## config.mk

```make
export PLATFORM = sky130hd
export DESIGN_NAME = lcache_ctrl
export DESIGN_NICKNAME = d
export VERILOG_FILES = /design/src/rtl/lcc_pkg.sv /design/src/rtl/lcc_fsm.sv /design/src/rtl/lcc_local_bank.sv /design/src/rtl/lcc_frame_regs.sv /design/src/rtl/lcache_ctrl.sv
export SDC_FILE = /design/constraint.sdc
export NUM_CORES = 1
export LEC_CHECK = 0
export BUFFER_PORTS_ARGS = -buffer_cell sky130_fd_sc_hd__buf_2
export CAP_MARGIN = 30
export CORE_UTILIZATION = 50
export DETAILED_ROUTE_END_ITERATION = 16
export GPL_TIMING_DRIVEN = 0
export PLACE_DENSITY = 0.78
export SLEW_MARGIN = 20
export SYNTH_ARGS = -nofsm -noshare
export SYNTH_HDL_FRONTEND = slang
export SYNTH_SLANG_ARGS = --single-unit
```

## constraint.sdc

```tcl
create_clock -name clk -period 2.45 [get_ports clk]
set_clock_uncertainty 0.05 [all_clocks]
set_input_delay 0.1225 -clock clk [delete_from_list [all_inputs] [get_ports clk]]
set_output_delay 0.1225 -clock clk [all_outputs]
set_load 0.01 [all_outputs]
```

## src/rtl/lcc_pkg.sv

```systemverilog
package lcc_pkg;

    localparam int unsigned NUM_LOCALS = 4;
    localparam int unsigned UW         = 3;
    localparam int unsigned SW         = $clog2(NUM_LOCALS);

    typedef enum logic [3:0] {
        ST_IDLE,
        ST_C_PUSH,
        ST_C_SADJ,
        ST_C_SPILL,
        ST_C_FSAVE,
        ST_C_UPUSH,
        ST_X_RADJ,
        ST_X_FILL,
        ST_R_UGET,
        ST_R_SPPOP,
        ST_F_RA,
        ST_F_UGET,
        ST_F_SPSET,
        ST_R_FPGET
    } seq_state_t;

    typedef enum logic [3:0] {
        AS_NONE,
        AS_SP_INC,
        AS_SP,
        AS_SP_OFF,
        AS_FP,
        AS_FP_ARG,
        AS_FP_ONE,
        AS_FP_TWO
    } addr_src_t;

    typedef struct packed {
        logic      we;
        logic      re;
        addr_src_t src;
    } mem_cmd_t;

    function automatic logic [UW-1:0] clamp_u(input logic [UW-1:0] x);
        return (x > UW'(NUM_LOCALS)) ? UW'(NUM_LOCALS) : x;
    endfunction

endpackage

```

## src/rtl/lcc_fsm.sv

```systemverilog
module lcc_fsm
    import lcc_pkg::*;
(
    input  logic          clk,
    input  logic          rst,
    input  logic          call_req,
    input  logic          ret_req,
    input  logic          ret_from_frame,
    input  logic [UW-1:0] u_cur,
    input  logic [UW-1:0] nu_q,
    output seq_state_t    state,
    output logic [UW-1:0] cnt
);

    seq_state_t nxt;
    logic       cnt_last;

    assign cnt_last = (cnt == UW'(1));

    always_comb begin
        nxt = state;
        unique case (state)
            ST_IDLE: begin
                if (call_req)
                    nxt = ST_C_PUSH;
                else if (ret_req)
                    nxt = ret_from_frame ? ST_F_RA : ST_R_UGET;
            end
            ST_C_PUSH:  nxt = (u_cur == '0) ? ST_C_FSAVE : ST_C_SADJ;
            ST_C_SADJ:  nxt = ST_C_SPILL;
            ST_C_SPILL: nxt = cnt_last ? ST_C_FSAVE : ST_C_SPILL;
            ST_C_FSAVE: nxt = ST_C_UPUSH;
            ST_C_UPUSH: nxt = (nu_q == '0) ? ST_IDLE : ST_X_RADJ;
            ST_X_RADJ:  nxt = ST_X_FILL;
            ST_X_FILL:  nxt = cnt_last ? ST_IDLE : ST_X_FILL;
            ST_R_UGET:  nxt = ST_R_SPPOP;
            ST_R_SPPOP: nxt = ST_R_FPGET;
            ST_F_RA:    nxt = ST_F_UGET;
            ST_F_UGET:  nxt = ST_F_SPSET;
            ST_F_SPSET: nxt = ST_R_FPGET;
            ST_R_FPGET: nxt = (u_cur == '0) ? ST_IDLE : ST_X_RADJ;
            default:    nxt = ST_IDLE;
        endcase
    end

    always_ff @(posedge clk) begin
        if (rst) begin
            state <= ST_IDLE;
            cnt   <= '0;
        end else begin
            state <= nxt;
            if (state == ST_C_SADJ || state == ST_X_RADJ)
                cnt <= u_cur;
            else if (state == ST_C_SPILL || state == ST_X_FILL)
                cnt <= cnt - UW'(1);
        end
    end

endmodule

```

## src/rtl/lcc_local_bank.sv

```systemverilog
module lcc_local_bank
    import lcc_pkg::*;
#(
    parameter int DW = 16
) (
    input  logic                 clk,
    input  logic                 rst,
    input  logic                 port_en,
    input  logic [SW-1:0]        port_sel,
    input  logic [DW-1:0]        port_data,
    input  logic                 fill_en,
    input  logic [UW-1:0]        slot,
    input  logic [DW-1:0]        fill_data,
    output logic [DW-1:0]        spill_data,
    output logic [NUM_LOCALS*DW-1:0] flat
);

    for (genvar g = 0; g < NUM_LOCALS; g++) begin : g_loc
        logic [DW-1:0] r;
        always_ff @(posedge clk) begin
            if (rst)
                r <= '0;
            else if (fill_en && slot == UW'(g + 1))
                r <= fill_data;
            else if (port_en && port_sel == SW'(g))
                r <= port_data;
        end
        assign flat[g*DW +: DW] = r;
    end

    always_comb begin
        spill_data = '0;
        for (int i = 0; i < NUM_LOCALS; i++) begin
            if (slot == UW'(i + 1))
                spill_data = flat[i*DW +: DW];
        end
    end

endmodule

```

## src/rtl/lcc_frame_regs.sv

```systemverilog
module lcc_frame_regs
    import lcc_pkg::*;
#(
    parameter int             AW     = 8,
    parameter int             DW     = 16,
    parameter logic [AW-1:0]  FP_RST = 8'h80,
    parameter logic [AW-1:0]  SP_RST = 8'h40
) (
    input  logic          clk,
    input  logic          rst,
    input  seq_state_t    state,
    input  logic          call_req,
    input  logic          ret_req,
    input  logic [AW-1:0] op_arg,
    input  logic [AW-1:0] call_pc,
    input  logic [UW-1:0] call_nu,
    input  logic          tos_we,
    input  logic [DW-1:0] tos_wdata,
    input  logic [DW-1:0] mem_rdata,
    output logic [AW-1:0] fp,
    output logic [AW-1:0] sp,
    output logic [UW-1:0] u,
    output logic [UW-1:0] nu_q,
    output logic [AW-1:0] arg_q,
    output logic [DW-1:0] tos,
    output logic [AW-1:0] ret_pc
);

    localparam logic [DW-1:0] UMAX_W = DW'(NUM_LOCALS);

    logic [AW-1:0] pc_q;
    logic [UW-1:0] u_from_mem;
    logic [AW-1:0] fp_less_arg;

    assign u_from_mem  = (mem_rdata > UMAX_W) ? UW'(NUM_LOCALS) : mem_rdata[UW-1:0];
    assign fp_less_arg = fp - arg_q;

    always_ff @(posedge clk) begin
        if (rst) begin
            fp     <= FP_RST;
            sp     <= SP_RST;
            u      <= '0;
            nu_q   <= '0;
            arg_q  <= '0;
            pc_q   <= '0;
            tos    <= '0;
            ret_pc <= '0;
        end else begin
            unique case (state)
                ST_IDLE: begin
                    if (call_req) begin
                        arg_q <= op_arg;
                        pc_q  <= call_pc;
                        nu_q  <= clamp_u(call_nu);
                    end else if (ret_req) begin
                        arg_q <= op_arg;
                    end else if (tos_we) begin
                        tos <= tos_wdata;
                    end
                end
                ST_C_PUSH: begin
                    sp  <= sp + AW'(1);
                    tos <= DW'(pc_q) + DW'(1);
                end
                ST_C_SADJ:  fp <= fp - AW'(u);
                ST_C_SPILL: fp <= fp + AW'(1);
                ST_C_FSAVE: begin
                    sp <= sp + arg_q;
                    fp <= sp + arg_q;
                end
                ST_C_UPUSH: begin
                    sp <= sp + AW'(1);
                    u  <= nu_q;
                end
                ST_X_RADJ:  fp <= fp - AW'(u);
                ST_X_FILL:  fp <= fp + AW'(1);
                ST_R_UGET: begin
                    u      <= u_from_mem;
                    ret_pc <= tos[AW-1:0];
                end
                ST_R_SPPOP: begin
                    tos <= mem_rdata;
                    sp  <= fp_less_arg - AW'(1);
                end
                ST_F_RA:    ret_pc <= mem_rdata[AW-1:0];
                ST_F_UGET:  u      <= u_from_mem;
                ST_F_SPSET: sp     <= fp_less_arg;
                ST_R_FPGET: fp     <= mem_rdata[AW-1:0];
                default: ;
            endcase
        end
    end

endmodule

```

## src/rtl/lcache_ctrl.sv

```systemverilog
module lcache_ctrl
    import lcc_pkg::*;
#(
    parameter int             AW     = 8,
    parameter int             DW     = 16,
    parameter logic [AW-1:0]  FP_RST = 8'h80,
    parameter logic [AW-1:0]  SP_RST = 8'h40
) (
    input  logic                       clk,
    input  logic                       rst,
    input  logic                       call_req,
    input  logic                       ret_req,
    input  logic                       ret_from_frame,
    input  logic [AW-1:0]              op_arg,
    input  logic [AW-1:0]              call_pc,
    input  logic [2:0]                 call_nu,
    input  logic                       loc_we,
    input  logic [1:0]                 loc_sel,
    input  logic [DW-1:0]              loc_wdata,
    input  logic                       tos_we,
    input  logic [DW-1:0]              tos_wdata,
    input  logic [DW-1:0]              mem_rdata,
    output logic [AW-1:0]              mem_addr,
    output logic                       mem_we,
    output logic                       mem_re,
    output logic [DW-1:0]              mem_wdata,
    output logic                       busy,
    output logic [AW-1:0]              frame_ptr,
    output logic [AW-1:0]              stack_ptr,
    output logic [2:0]                 live_cnt,
    output logic [DW-1:0]              tos_val,
    output logic [AW-1:0]              ret_pc,
    output logic [4*DW-1:0]            locals
);

    seq_state_t    state;
    logic [UW-1:0] cnt;
    logic [UW-1:0] nu_q;
    logic [AW-1:0] arg_q;
    logic [DW-1:0] spill_word;
    logic          port_en;
    mem_cmd_t      cmd;

    assign busy    = (state != ST_IDLE);
    assign port_en = (state == ST_IDLE) && loc_we && !call_req && !ret_req;

    lcc_fsm u_fsm (
        .clk            (clk),
        .rst            (rst),
        .call_req       (call_req),
        .ret_req        (ret_req),
        .ret_from_frame (ret_from_frame),
        .u_cur          (live_cnt),
        .nu_q           (nu_q),
        .state          (state),
        .cnt            (cnt)
    );

    lcc_frame_regs #(
        .AW     (AW),
        .DW     (DW),
        .FP_RST (FP_RST),
        .SP_RST (SP_RST)
    ) u_regs (
        .clk       (clk),
        .rst       (rst),
        .state     (state),
        .call_req  (call_req),
        .ret_req   (ret_req),
        .op_arg    (op_arg),
        .call_pc   (call_pc),
        .call_nu   (call_nu),
        .tos_we    (tos_we),
        .tos_wdata (tos_wdata),
        .mem_rdata (mem_rdata),
        .fp        (frame_ptr),
        .sp        (stack_ptr),
        .u         (live_cnt),
        .nu_q      (nu_q),
        .arg_q     (arg_q),
        .tos       (tos_val),
        .ret_pc    (ret_pc)
    );

    lcc_local_bank #(
        .DW (DW)
    ) u_bank (
        .clk        (clk),
        .rst        (rst),
        .port_en    (port_en),
        .port_sel   (loc_sel),
        .port_data  (loc_wdata),
        .fill_en    (state == ST_X_FILL),
        .slot       (cnt),
        .fill_data  (mem_rdata),
        .spill_data (spill_word),
        .flat       (locals)
    );

    // one access per step: pick direction and address source
    always_comb begin
        cmd       = '{we: 1'b0, re: 1'b0, src: AS_NONE};
        mem_wdata = '0;
        unique case (state)
            ST_C_PUSH: begin
                cmd       = '{we: 1'b1, re: 1'b0, src: AS_SP_INC};
                mem_wdata = tos_val;
            end
            ST_C_SPILL: begin
                cmd       = '{we: 1'b1, re: 1'b0, src: AS_FP};
                mem_wdata = spill_word;
            end
            ST_C_FSAVE: begin
                cmd       = '{we: 1'b1, re: 1'b0, src: AS_SP_OFF};
                mem_wdata = DW'(frame_ptr);
            end
            ST_C_UPUSH: begin
                cmd       = '{we: 1'b1, re: 1'b0, src: AS_SP_INC};
                mem_wdata = DW'(live_cnt);
            end
            ST_X_FILL:  cmd = '{we: 1'b0, re: 1'b1, src: AS_FP};
            ST_R_UGET:  cmd = '{we: 1'b0, re: 1'b1, src: AS_SP};
            ST_R_SPPOP: cmd = '{we: 1'b0, re: 1'b1, src: AS_FP_ARG};
            ST_F_RA:    cmd = '{we: 1'b0, re: 1'b1, src: AS_FP_TWO};
            ST_F_UGET:  cmd = '{we: 1'b0, re: 1'b1, src: AS_FP_ONE};
            ST_R_FPGET: cmd = '{we: 1'b0, re: 1'b1, src: AS_FP};
            default: ;
        endcase
    end

    always_comb begin
        unique case (cmd.src)
            AS_SP_INC: mem_addr = stack_ptr + AW'(1);
            AS_SP:     mem_addr = stack_ptr;
            AS_SP_OFF: mem_addr = stack_ptr + arg_q;
            AS_FP:     mem_addr = frame_ptr;
            AS_FP_ARG: mem_addr = frame_ptr - arg_q;
            AS_FP_ONE: mem_addr = frame_ptr + AW'(1);
            AS_FP_TWO: mem_addr = frame_ptr + AW'(2);
            default:   mem_addr = '0;
        endcase
    end

    assign mem_we = cmd.we;
    assign mem_re = cmd.re;

endmodule

```

==> results of run 1 <==
[stage by stage]
stage | cells | TNS, ns | total power (µW) | utilization | hold slack [ns]
floorplan | 1137 | 0 | 7770 | - | 0.216
global placement | 1563 | -26.08 | 9910 | 0.585 | 0.301
detailed placement | 1564 | -27.03 | 9990 | 0.586 | 0.313
CTS | 1646 | -2.00 | 13700 | 0.673 | 0.00388
global route | 1650 | -3.04 | 15200 | 0.687 | 0.0225
finish | 1650 | -2.19 | 14500 | 0.687 | 0.00741
[power groups by stage]
stage	Sequential (µW)	Combinational, µW	Clock [µW]
6_report	3290	8510	2730
3_5_place_dp	3240	6750	0
4_1_cts	3240	7770	2720
5_1_grt	3330	9090	2810
2_1_floorplan	3180	4580	0
3_3_place_gp	3250	6660	0
[path summary, 6_finish.rpt]
| path | from | end | slack [ns] | cells after the start |
|---|---|---|---|---|
| setup / recovery | u_regs.fp[0]$_SDFFE_PP0P_ | mem_addr[4] | -0.46 | 11 |
| hold / removal | tos_wdata[5] | u_regs.tos[5]$_SDFFE_PP0P_ | 0.007 | 5 |
| setup reg to reg | u_regs.fp[0]$_SDFFE_PP0P_ | u_regs.sp[5]$_SDFFE_PP0P_ | -0.15 | 13 |
| hold reg to reg | u_regs.tos[8]$_SDFFE_PP0P_ | u_regs.tos[8]$_SDFFE_PP0P_ | 0.43 | 2 |
[per-layer routing]
| layer | routed length (µm) | track usage | vias to the layer above |
|---|---|---|---|
| met3 | 3570 | 0.0724 | 193 |
| met2 | 16600 | 0.629 | 726 |
| met5 | 0 | 0.0111 | - |
| met1 | 14300 | 0.492 | 4795 |
| li1 | - | - | 4704 |
| met4 | 2170 | 0.230 | 0 |
[state kept, by name, summed over array words and instances, names as in the netlist]
name            count
u_regs.u            3
u_regs.nu_q         3
u_fsm.cnt           3
u_bank.g_loc.r     64
u_regs.ret_pc       8
u_regs.arg_q        8
u_regs.sp           8
u_regs.pc_q         8
u_fsm.state         4
u_regs.fp           8
u_regs.tos         16
[cell families (layout without fill, tap and decap cells)]
family,after synthesis,count (layout),share of synthesized area
compound gates,332,332,0.253
xor+xnor,38,38,0.0377
fa+ha+maj,30,30,0.0451
buf+inv,118,406,0.0557
flops,133,133,0.302
mux,95,95,0.108
simple gates,391,391,0.199
[cell type report]
type | count | area share
multi-input cells | 886 | 0.513
flip-flops and latches | 133 | 0.226
well taps | 225 | 0.0237
clock buffers | 19 | 0.0373
clock inverters | 13 | 0.0145
plain buffers | 86 | 0.0417
repair buffers | 264 | 0.136
inverters | 24 | 0.00821
[worst max-delay path: cells and delay by family (launching register included)]
| kind | cells | cell delay [ns] |
|---|---|---|
| AND/OR/NAND/NOR | 3 | 0.61 |
| adder cells (fa/ha/maj) | 2 | 0.57 |
| buffers and inverters | 3 | 0.38 |
| flip-flops | 1 | 0.35 |
| XOR/XNOR | 1 | 0.15 |
| multiplexers | 1 | 0.15 |
| AO/OA/AOI/OAI | 1 | 0.09 |
[cells in the final DEF (no fill, tap or decap), types with 6 or more instances in the layout]
master / n
a211oi_2: 7
clkbuf_16: 18
inv_1: 19
buf_6: 8
a211oi_1: 77
xnor2_1: 24
o21ai_1: 11
a31oi_1: 9
o21ai_0: 31
clkbuf_1: 42
a221oi_1: 15
o21a_1: 9
a21oi_1: 76
nand2_1: 69
nor2b_1: 9
dfxtp_2: 9
a22o_1: 6
o211ai_1: 10
clkbuf_4: 13
nor2_1: 187
buf_2: 203
nor3_1: 17
dlygate4sd3_1: 28
dfxtp_1: 121
nor4_1: 6
nand3_1: 37
nand2b_1: 9
ha_1: 21
mux2i_1: 94
a22oi_1: 20
clkbuf_2: 17
xor2_1: 10
nand2_2: 6
buf_4: 32
o22ai_1: 7
[repair_timing]
| item | in CTS | in global routing |
|---|---|---|
| setup endpoints to repair | 120 | 109 |
| buffers inserted | 26 | 7 |
| hold buffers | 28 | 0 |
| pin swaps | 31 | 23 |
| endpoints found under the hold margin | 36 | 0 |
| cloned | 1 | 1 |
| resized for setup | 127 | 77 |
==> results by group, run 1 <==
Layout
  • Fillers: around 1.4k
  • Multi-input gate area: between 6000 and 7000 µm²
  • Antenna Diode Count: 0
  • Finished Cell Area: roughly 12000 µm²
  • Register area: approximately 2700 µm²
  • Nets: 1518
  • Synthesis-to-finish area growth: 34.7%
  • Share of layout cells above drive strength 1: 0.285

Yosys
  • Post-synth top cells: 194 x nor2_1, 133 x dfxtp_1, 95 x mux2i_1
  • Register area share after synthesis: 0.302
  • Fraction of registers with async set/reset: 0
  • Synth area leader: dfxtp_1
  • Cell with the most instances after synthesis: nor2_1
  • Ys Warns: 0
  • Post-Syn Area: around 8800 µm²
  • Netlist cell types: 71
  • Seq cells post-synth: approximately 130
  • Post-synth EDFFs: 0
  • Syn avg cell area: a little under 8 µm²
  • Ranking of synthesized cells by area: dfxtp_1 30%, mux2i_1 11%, nor2_1 8.2%
  • Synth top area share: 0.302
  • Post-Syn Nets: 1243
  • Synth Flop Type: dfxtp_1
  • Synth Instances: 1137

Timing
  • Tcrit/Tclk final: 1.19
  • Hold Vio Cnt, Final: 0
  • Fin. max-slew vios: 0
  • F_max: between 300 and 400 MHz
  • Worst Tran Pin Value: roughly 0.9 ns
  • Setup ws final: -0.461 ns
  • Unrepaired setup endpoints after global routing: yes
  • Final min period: 2.91 ns
  • Relative max-transition margin: 0.383
  • Endpoints failing setup: 9

Pwr
  • Clk pwr share: 0.188
  • Maximum vdd ir drop: 0.975 mV
  • P_int: 7700 µW
  • Switching Fraction: 0.470
  • Net Switching: a little under 7000 µW
  • LEAKAGE: approximately 0.0048 µW
  • Comb pwr share: 0.586
  • Power density over cell area: between 1000 and 1500 nW/µm²
  • Sequential Power Share: 0.226

Floorplanning
  • Row count: 48
  • Area of the die: 18200 µm²
  • Die Ht: 135 µm
  • Initial Utilization: 0.510
  • Core Region: roughly 17000 µm²
  • Die X: 135 µm
  • IO Count: 210

GRT
  • Initial antenna violation count: 0
  • Largest net degree at the start of global routing: 17
  • First-pass GRT wire length: about 54000 µm
  • Grt total ovfl: 0
  • Vias in the first global route: just under 10k
  • GRT Overall Usage: 0.393

Routing
  • Antenna Nets Post-Route: 0
  • First DRT Iteration DRCs: ~1.2k
  • Via Count: about 10k
  • # DRC: 0
  • Routed wire length: 36500 µm
  • WL per Instance: approximately 22 µm
  • DRT Pass-1 Iters: 6
  • Vias per cell: 6.31

Clock network
  • Clock Latency Late Sink: around 0.43 ns
  • CTS H-tree depth: 4
  • Clock buffer count from CTS: 17
  • Clock buffer depth: 2
  • Clock-pin slew on the worst setup and hold paths: roughly 0.060 ns
  • TritonCTS clock tree: built
  • Clock sink count: around 130
  • Root Buffer: clkbuf_16

Critical path
  • Crit path cell chain: buf_8, clkinvlp_4, ha_4, fa_2, nor2b_4, o21ai_2, xnor2_2, mux2i_1, nor3_1, or3_1, buf_2
  • Critical path arrival: between 2 and 3 ns
  • WS Path Type: reg2out
  • Crit path max-delay cell type: or3_1
  • Startpoint types: flip-flop
  • Crit-path max cell delay: ~0.4 ns
  • CP Data Required Time: approximately 2.3 ns
  • Max Fanout on Critical Path: 2
  • Worst Setup End Kind: output pin

Outcome
  • Status: finished, violations left
  • Failing checks: negative setup slack

Placed design
  • Buffers on Ports: between 200 and 250
  • DP HPWL: 26800 µm
  • Dpl ws: -0.624 ns
  • Final GP Congestion: ~1
  • Placement Cell Area: a little over 10000 µm²

Hold path
  • Class of the worst hold path: in2reg

Flow run
  • Number of max-cap violations: 0
Note: power is estimated with default switching activity, not from simulation.
==> inputs of run 2 (changes only) <==
==> constraint.sdc (replaced) <==
create_clock -name clk -period 2.5 [get_ports clk]
set_clock_uncertainty 0.05 [all_clocks]
set_input_delay 0.125 -clock clk [delete_from_list [all_inputs] [get_ports clk]]
set_output_delay 0.125 -clock clk [all_outputs]
set_load 0.01 [all_outputs]
==> run 2 against run 1 <==
  * The run still ends with negative setup slack left
  * Register-to-register slack worse by 0.08 ns
  * Setup slack better by 0.089 ns
  * Die area unchanged
  * Sequential power down 2%
  * Sequential share of layout area down 0.093 points
  * Non-clock buffer count up 3
  * Sequential cell count unchanged
  * Wire length up 0.61%
  * Critical path depth unchanged
  * Via count up 0.71%
  * Largest power group unchanged
==> results by group, run 2 (synthesized netlist as in run 1, its figures left out) <==
Outcome
  • Status: finished, violations left (unchanged)
  • Failing checks: negative setup slack (unchanged)

Clock network
  • Clock sink count: 133 (unchanged)
  • Root Buffer: clkbuf_16 (unchanged)
  • Clock-pin slew on the worst setup and hold paths: 0.06 ns (about the same)
  • Clock buffer depth: 2 (unchanged)
  • CTS H-tree depth: 4 (unchanged)
  • Clock buffer count from CTS: 17 (unchanged)
  • TritonCTS clock tree: built (unchanged)
  • Clock Latency Late Sink: 0.44 ns (was 0.43 ns)

GRT
  • GRT Overall Usage: 0.392 (was 0.393)
  • Initial antenna violation count: 0 (unchanged)
  • Largest net degree at the start of global routing: 17 (unchanged)
  • Grt total ovfl: 0 (unchanged)
  • Vias in the first global route: 9657 (was 9696)
  • First-pass GRT wire length: 54000 µm (was 54200 µm)

Pwr
  • Total power: 14400 µW (was 14500 µW)
  • LEAKAGE: 0.00485 µW (was 0.00483 µW)
  • Power density over cell area: 1210 nW/µm² (was 1220 nW/µm²)
  • Maximum vdd ir drop: 1.02 mV (was 0.975 mV)

Critical path
  • Worst Setup End Kind: output pin (unchanged)
  • Critical path arrival: 2.70 ns (was 2.74 ns)
  • WS Path Type: reg2out (unchanged)
  • Startpoint types: flip-flop (unchanged)
  • Max Fanout on Critical Path: 2 (unchanged)
  • Crit path cell chain: buf_8, clkinvlp_4, ha_4, fa_2, nor2b_4, o21ai_2, xnor2_2, mux2i_1, nor3_1, or3_1, buf_2 (unchanged)
  • CP Data Required Time: 2.33 ns (was 2.28 ns)
  • Crit-path max cell delay: 0.40 ns (about the same)
  • Crit path max-delay cell type: or3_1 (unchanged)

Flow run
  • Number of max-cap violations: 0 (unchanged)

Floorplanning
  • Core Region: 17300 µm² (unchanged)
  • Area of the die: 18200 µm² (unchanged)
  • Die Ht: 135 µm (unchanged)
  • Initial Utilization: 0.510 (unchanged)
  • Die X: 135 µm (unchanged)
  • Row count: 48 (unchanged)
  • IO Count: 210 (unchanged)

Routing
  • Antenna Nets Post-Route: 0 (unchanged)
  • First DRT Iteration DRCs: 1050 (was 1166)
  • Routed wire length: 36800 µm (was 36500 µm)
  • Vias per cell: 6.35 (was 6.31)
  • WL per Instance: 22.2 µm (was 22.1 µm)
  • DRT Pass-1 Iters: 6 (unchanged)
  • Via Count: 10.5k (was 10.4k)
  • # DRC: 0 (unchanged)

Timing
  • Final min period: approximately 2.9 ns
  • Hold Vio Cnt, Final: 0 (unchanged)
  • Endpoints failing setup: 8 (was 9)
  • Fin. max-slew vios: 0 (unchanged)
  • Tcrit/Tclk final: 1.15
  • Relative max-transition margin: 0.475 (was 0.383)
  • Unrepaired setup endpoints after global routing: yes (unchanged)
  • Worst Tran Pin Value: 0.787 ns (was 0.925 ns)
  • Setup TNS: -1.80 ns (was -2.19 ns)
  • F_max: 348 MHz
  • Setup ws final: -0.372 ns (was -0.461 ns)

Placed design
  • Final GP Congestion: 0.998 (unchanged)
  • Placement Cell Area: 10100 µm² (unchanged)
  • DP HPWL: 26800 µm (unchanged)
  • Buffers on Ports: 201 (unchanged)

Layout
  • Most frequent cells in the layout: 206 x buf_2, 186 x nor2_1, 122 x dfxtp_1 (was 203 x buf_2, 187 x nor2_1, 121 x dfxtp_1)
  • Nets: 1521 (was 1518)
  • Finished Cell Area: 11900 µm² (about the same)
  • Largest regs: u_bank.g_loc.r: 64 flops, u_regs.tos: 16 flops (unchanged)
  • Commonest non-fill, non-tap cell in the layout: buf_2 (unchanged)
  • Synthesis-to-finish area growth: 35.1% (was 34.7%)
  • Final Util: 0.689 (was 0.687)
  • Max reg flops: 64 (unchanged)
  • Antenna Diode Count: 0 (unchanged)
  • Biggest register: u_bank.g_loc.r (unchanged)
  • Share of layout cells above drive strength 1: 0.287 (was 0.285)

Hold path
  • Class of the worst hold path: in2reg (unchanged)
==> run 2: cell types whose count changed in the layout (fill, tap and decap cells not counted), moves of 2 or more <==
cell / change
buf_2: +3
buf_4: +2
buf_6: -2
nand2_2: -2
o21ai_0: +3
o21ai_1: -3
==> run 2: cell type report <==
type                            instances  area (µm²)
Multi-Input combinational cell        886        6140
Fill cell                            1422        5370
Sequential cell                       133        2680
Timing Repair Buffer                  265        1610
Buffer                                 88         504
Clock buffer                           19         443
Tap cell                              225         282
Clock inverter                         13         173
Inverter                               24        93.8
==> run 2: worst paths after layout <==
kind                                    from                     endpoint  slack (ns)  cells past startpoint
setup / recovery   u_regs.fp[0]$_SDFFE_PP0P_                  mem_addr[4]       -0.37                     11
hold reg to reg   u_regs.tos[8]$_SDFFE_PP0P_   u_regs.tos[8]$_SDFFE_PP0P_        0.43                      2
hold / removal                 tos_wdata[11]  u_regs.tos[11]$_SDFFE_PP0P_       0.003                      3
setup reg to reg   u_regs.fp[0]$_SDFFE_PP0P_    u_regs.sp[6]$_SDFFE_PP1P_       -0.23                     12
==> run 2: routing by layer <==
layer	wire, µm	track usage	up-vias
met5	0	0	-
met4	2090	0.222	0
met3	3920	0.0792	183
met2	16800	0.627	770
met1	13900	0.491	4830
li1	-	-	4709
==> run 2: power by group <==
part           switching [µW]  total (µW)  internal [µW]
Clock                    1070        2680           1610
Combinational            5050        8530           3470
Sequential                635        3220           2590
Total                    6760       14400           7680
==> run 2: critical path, delay by kind of cell, from the launching register on <==
family                   cells  cell delay (ns)
AO/OA/AOI/OAI                1             0.08
XOR/XNOR                     1             0.14
adder cells (fa/ha/maj)      2             0.56
buffers and inverters        3             0.37
flip-flops                   1             0.35
multiplexers                 1             0.15
AND/OR/NAND/NOR              3             0.61
==> run 2: metrics by stage <==
stage          setup WS (ns)  hold WS, ns  instances
6_report              -0.372      0.00278       1653
5_1_grt               -0.475      0.00357       1653
4_1_cts               -0.327      0.00638       1645
3_5_place_dp          -0.576        0.315       1564
3_3_place_gp          -0.636        0.303       1563
2_1_floorplan         0.0606        0.219       1137
==> run 2: timing repair <==
| action | 4_1_cts | 5_1_grt |
|---|---|---|
| hold buffers | 28 | 0 |
| buffers inserted | 25 | 8 |
| endpoints found under the setup margin | 101 | 108 |
| resized for setup | 120 | 84 |
| endpoints found under the hold margin | 35 | 0 |
| gates cloned | 0 | 2 |
| pin swaps | 29 | 20 |
